### src/rtl/mstat_pkg.sv
package mstat_pkg;
   typedef enum logic {
      EDGE_ANY  = 1'b0,
      EDGE_FALL = 1'b1
   } edge_mode_e;

   localparam int unsigned LINE_CTS = 0;
   localparam int unsigned LINE_DSR = 1;
   localparam int unsigned LINE_RNG = 2;
   localparam int unsigned LINE_DCD = 3;
endpackage

### src/rtl/mstat_sync.sv
module mstat_sync #(
   parameter int unsigned W      = 4,
   parameter int unsigned STAGES = 2
) (
   input  logic         clk,
   input  logic         rst_n,
   input  logic [W-1:0] d,
   output logic [W-1:0] q
);
   if (STAGES < 2) begin : g_bad_stages
      $error("mstat_sync: STAGES must be at least 2");
   end
   if (W < 1) begin : g_bad_width
      $error("mstat_sync: W must be at least 1");
   end

   logic [W-1:0] stg [STAGES];

   // Reset loads the raw input into every stage, so the chain starts settled.
   always_ff @(posedge clk) begin
      if (!rst_n) begin
         for (int i = 0; i < STAGES; i++) stg[i] <= d;
      end else begin
         stg[0] <= d;
         for (int i = 1; i < STAGES; i++) stg[i] <= stg[i-1];
      end
   end

   assign q = stg[STAGES-1];
endmodule

### src/rtl/mstat_src_sel.sv
module mstat_src_sel #(
   parameter int unsigned W = 4
) (
   input  logic         loop_en,
   input  logic [W-1:0] pin_sync_n,
   input  logic [W-1:0] ctl,
   output logic [W-1:0] lvl
);
   always_comb begin
      if (loop_en) lvl = ctl;
      else         lvl = ~pin_sync_n;
   end
endmodule

### src/rtl/mstat_flag.sv
module mstat_flag
   import mstat_pkg::*;
#(
   parameter edge_mode_e MODE = EDGE_ANY
) (
   input  logic clk,
   input  logic rst_n,
   input  logic lvl,
   input  logic rd,
   output logic lvl_q,
   output logic flag_q
);
   logic ev;

   if (MODE == EDGE_FALL) begin : g_fall
      assign ev = lvl_q & ~lvl;
   end else begin : g_any
      assign ev = lvl_q ^ lvl;
   end

   always_ff @(posedge clk) begin
      if (!rst_n) begin
         lvl_q  <= lvl;
         flag_q <= 1'b0;
      end else begin
         lvl_q  <= lvl;
         flag_q <= rd ? ev : (flag_q | ev);
      end
   end

   // a read with no new change empties the flag
   a_r5_read_clears: assert property (@(posedge clk) disable iff (!rst_n)
      (rd && (lvl == lvl_q)) |=> !flag_q);

   // without a read the flag is held
   a_r10_sticky: assert property (@(posedge clk) disable iff (!rst_n)
      (flag_q && !rd) |=> flag_q);

   if (MODE == EDGE_FALL) begin : g_chk_fall
      // a rising level never raises a clear flag
      a_r4_rise_ignored: assert property (@(posedge clk) disable iff (!rst_n)
         (!flag_q && lvl && !lvl_q) |=> !flag_q);
      // a falling level always raises the flag
      a_r4_fall_flags: assert property (@(posedge clk) disable iff (!rst_n)
         (!lvl && lvl_q) |=> flag_q);
   end else begin : g_chk_any
      // any level difference, read or not, leaves the flag set
      a_r3_change_flags: assert property (@(posedge clk) disable iff (!rst_n)
         (lvl != lvl_q) |=> flag_q);
   end
endmodule

### src/rtl/modem_stat_watch.sv
module modem_stat_watch
   import mstat_pkg::*;
#(
   parameter int unsigned          SYNC_STAGES = 2,
   parameter int unsigned          NUM_LINES   = 4,
   parameter logic [NUM_LINES-1:0] FALL_MASK   = 4'b0100
) (
   input  logic                   clk,
   input  logic                   rst_n,
   input  logic [NUM_LINES-1:0]   pin_n,
   input  logic                   loop_en,
   input  logic [NUM_LINES-1:0]   ctl_out,
   input  logic                   rd_stb,
   output logic [2*NUM_LINES-1:0] status,
   output logic                   irq
);
   localparam int unsigned STAT_W = 2 * NUM_LINES;

   if (NUM_LINES < 1) begin : g_bad_lines
      $error("modem_stat_watch: NUM_LINES must be at least 1");
   end

   logic [NUM_LINES-1:0] pin_sync_n;
   logic [NUM_LINES-1:0] sel_lvl;
   logic [NUM_LINES-1:0] lvl_q;
   logic [NUM_LINES-1:0] flag_q;

   mstat_sync #(.W(NUM_LINES), .STAGES(SYNC_STAGES)) u_sync (
      .clk   (clk),
      .rst_n (rst_n),
      .d     (pin_n),
      .q     (pin_sync_n)
   );

   mstat_src_sel #(.W(NUM_LINES)) u_sel (
      .loop_en    (loop_en),
      .pin_sync_n (pin_sync_n),
      .ctl        (ctl_out),
      .lvl        (sel_lvl)
   );

   for (genvar i = 0; i < NUM_LINES; i++) begin : g_line
      if (FALL_MASK[i]) begin : g_fall
         mstat_flag #(.MODE(EDGE_FALL)) u_flag (
            .clk    (clk),
            .rst_n  (rst_n),
            .lvl    (sel_lvl[i]),
            .rd     (rd_stb),
            .lvl_q  (lvl_q[i]),
            .flag_q (flag_q[i])
         );
      end else begin : g_any
         mstat_flag #(.MODE(EDGE_ANY)) u_flag (
            .clk    (clk),
            .rst_n  (rst_n),
            .lvl    (sel_lvl[i]),
            .rd     (rd_stb),
            .lvl_q  (lvl_q[i]),
            .flag_q (flag_q[i])
         );
      end
   end

   assign status = {lvl_q, flag_q};
   assign irq    = |flag_q;

   // in loop-back the level half follows the control bits one edge later
   a_r2_loop_follow: assert property (@(posedge clk) disable iff (!rst_n)
      loop_en |=> (status[STAT_W-1:NUM_LINES] == $past(ctl_out)));

   // a rise of the request needs a flag that was clear before
   a_r7_irq_rise: assert property (@(posedge clk) disable iff (!rst_n)
      $rose(irq) |-> ($past(status[NUM_LINES-1:0]) == '0));

   // the edge after a reset cycle shows no flag
   a_r9_reset_clean: assert property (@(posedge clk)
      !rst_n |=> (status[NUM_LINES-1:0] == '0));
endmodule

### config.mk
export PLATFORM = sky130hd
export DESIGN_NAME = modem_stat_watch
export DESIGN_NICKNAME = d
export VERILOG_FILES = /design/src/rtl/mstat_pkg.sv /design/src/rtl/mstat_sync.sv /design/src/rtl/mstat_src_sel.sv /design/src/rtl/mstat_flag.sv /design/src/rtl/modem_stat_watch.sv
export SDC_FILE = /design/constraint.sdc
export NUM_CORES = 1
export LEC_CHECK = 0
export ABC_AREA = 1
export CORE_MARGIN = 2
export CORE_UTILIZATION = 52
export CTS_CLUSTER_DIAMETER = 100
export CTS_CLUSTER_SIZE = 25
export DETAILED_ROUTE_END_ITERATION = 6
export DONT_BUFFER_PORTS = 1
export PLACE_DENSITY_LB_ADDON = 0.2
export REMOVE_ABC_BUFFERS = 1
export SLEW_MARGIN = 10
export SYNTH_ARGS = -nofsm -noshare
export SYNTH_HDL_FRONTEND = slang
export SYNTH_SLANG_ARGS = --single-unit
### constraint.sdc
create_clock -name clk -period 0.8 [get_ports clk]
set_input_delay 0.08 -clock clk [delete_from_list [all_inputs] [get_ports clk]]
set_output_delay 0.08 -clock clk [all_outputs]
set_load 0.05 [all_outputs]
==> metrics <==
post-synthesis simple-gate area fraction 32.3%; setup violators final 11; die width around 40 um; switch share about 30%; fmax roughly 0.95 GHz; commonest non-fill, non-tap cells in the layout nand2_1 (32), inv_1 (10), dfxtp_2 (9), dlygate4sd3_1 (9); area of the core 1270 um^2; cell row count 13; failing checks negative setup slack; total power 2.01 mW; main combinational cell family by area after synthesis simple AND/OR/NAND/NOR gates; GRT Overall Usage roughly a fifth; WL/cell 11.8 um; minimum clock period after layout 1.05 ns; Ys Warns 0; Area growth, synth to finish 39.9%; # Max-Cap Violations 0; placed insts 102; finished layout cell area 965 um^2; Hold Crit Class input pin to flip-flop; I/O Pins 21; # port buffers 0; CP arrival 0.97 ns; Root Driver clkbuf_4; internal power 1.40 mW; clock-pin slew on the worst setup and hold paths 0.09 ns; Syn Area/Cell 7.83 um^2; placed cell area 709 um^2; CP cell instances nor2_1 -> nand2_1 -> buf_12; GRT overflow 0; critical path class flip-flop to output port; CP Max Fanout 3; final hold vios 0; Setup Skew 0.00320 ns; Clk Latency, worst-skew pair 0.28 ns; status finished, violations left; Critical Path End Type output port; largest net degree at the start of global routing 10; Die ar. 1630 um^2; Mapped Area about 700 um^2; TritonCTS Sinks 16; final net count 119; Seq/Total Area, Yosys a little under half; DR vias roughly 580; htree depth 1; cts bufs inserted 3; CTS tree yes; residual DRC count 0; Max Slew Vio Count 0; initial core utilization 54.3%; worst-case clock buffer depth 2; HPWL after DPL about 790 um; commonest non-fill, non-tap cell in the layout nand2_1; vias in the first global route 491; Ant. Diodes 0; global-route wire length before repair 1980 um; xor and xnor area share after synthesis 0%; hold slack approximately 0.033 ns; final period utilization 131%; Slew HR 75.0%; Flop pwr share 45.9%; Yosys reg bits 16; RSZ-0062 raised after global routing yes; Post-Synthesis Cells between 80 and 90; LEAKAGE 0.508 nW; maximum VDD drop 0.00132 V; Routed Antenna Nets 0; Post-Route WL 1430 um; Clk pwr share 26.5%; WP data required ~0.7 ns; die height 40.4 um; Startpoint Class flip-flop; Synth Area in Compound Gates 2.54%; fin cells 121; Power Dens Cells 2080 nW/um^2; Slowest-stage cell, CP dfxtp_2; logic gate share of total power about 28%; switching pwr 0.609 mW; layout cell share with drive strength beyond 1 between 30% and 40%; slowest stage delay, CP 0.34 ns; final worst setup slack -0.250 ns; post-synthesis adder-cell area fraction 0%; gpl congestion about 0.65; worst slew pin tran 0.375 ns; setup TNS -1.17 ns; post-synth cell types 15; initial antenna violation count 0; DR iter-0 viols 10; multiplexer share of the synthesized area 0%; Vias/cell 4.80; Pre-antenna DRT Iters 4
==> per-stage QoR <==
step	worst slack [ns]	utilization [%]
floorplan	-0.363	-
global placement	0.0733	55.9
detailed placement	0.0648	55.9
CTS	-0.260	73.9
global route	-0.285	76.0
finish	-0.250	76.0
==> state kept, by name, indices dropped and copies added, names as in the netlist <==
| name | flops |
|---|---|
| g_line.g_fall.u_flag.lvl_q | 1 |
| u_sync.stg | 8 |
| g_line.g_any.u_flag.lvl_q | 3 |
| g_line.g_fall.u_flag.flag_q | 1 |
| g_line.g_any.u_flag.flag_q | 3 |
==> metal layers <==
metal  GRT usage [%]  wire length, um  up-vias
li1                -                -      295
met1            19.5              571      266
met2            34.5              790       18
met3            5.00               58        2
met4            15.0               12        0
met5               0                0        -
==> kinds of logic after synthesis <==
group                  Yosys count
buffers and inverters           22
DFF                             16
AOI/OAI and AO/OA                3
and+or+nand+nor                 47
==> synthesized netlist by cell type (all sizes together) <==
library cell  number  area [um^2]
dfxtp             16          320
nand3b             3         22.5
a21oi              1         5.00
nand3              6         45.0
inv               12         50.1
o211ai             1         7.51
o21ai              1         5.00
nor2               2         7.51
nand2             36          148
buf               10         78.8
==> critical path: cells and delay by family, from the launching register on <==
kind	cells	cell delay [ns]
buf+inv	1	0.16
flops	1	0.34
simple gates	2	0.19
==> layout make-up <==
type                            instances  area, um^2
Timing Repair Buffer                   24         285
Clock buffer                            4        36.3
Tap cell                               15        18.8
Multi-Input combinational cell         50         243
Sequential cell                        16         332
Inverter                               12        50.0
Fill cell                              88         304
==> power groups by stage <==
stage | clock network [mW] | logic [mW] | registers [mW]
after floorplan | 0 | 0.155 | 1.05
after detailed placement | 0 | 0.402 | 0.921
final | 0.532 | 0.554 | 0.923
after global routing | 0.584 | 0.588 | 0.928
after global placement | 0 | 0.400 | 0.916
after CTS | 0.554 | 0.523 | 0.916
==> worst paths after layout <==
kind / from / endpoint / depth (start not counted) / slack (ns)
setup / recovery: g_line[3].g_any.u_flag.flag_q$_SDFF_PN0_ / irq / 3 / -0.25
hold / removal: loop_en / g_line[2].g_fall.u_flag.flag_q$_SDFF_PN0_ / 2 / 0.03
setup reg to reg: g_line[3].g_any.u_flag.lvl_q$_DFF_P_ / g_line[3].g_any.u_flag.flag_q$_SDFF_PN0_ / 5 / -0.07
hold reg to reg: u_sync.stg[0][1]$_DFF_P_ / u_sync.stg[0][5]$_DFF_P_ / 2 / 0.43
==> what timing repair did <==
action	4_1_cts	5_1_grt
hold endpoints to repair	16	0
hold buffers	11	0
gates resized for setup	21	8
endpoints found under the setup margin	9	21
pin swaps	2	4
buffers inserted	3	1
(Power assumes the default switching activity.)
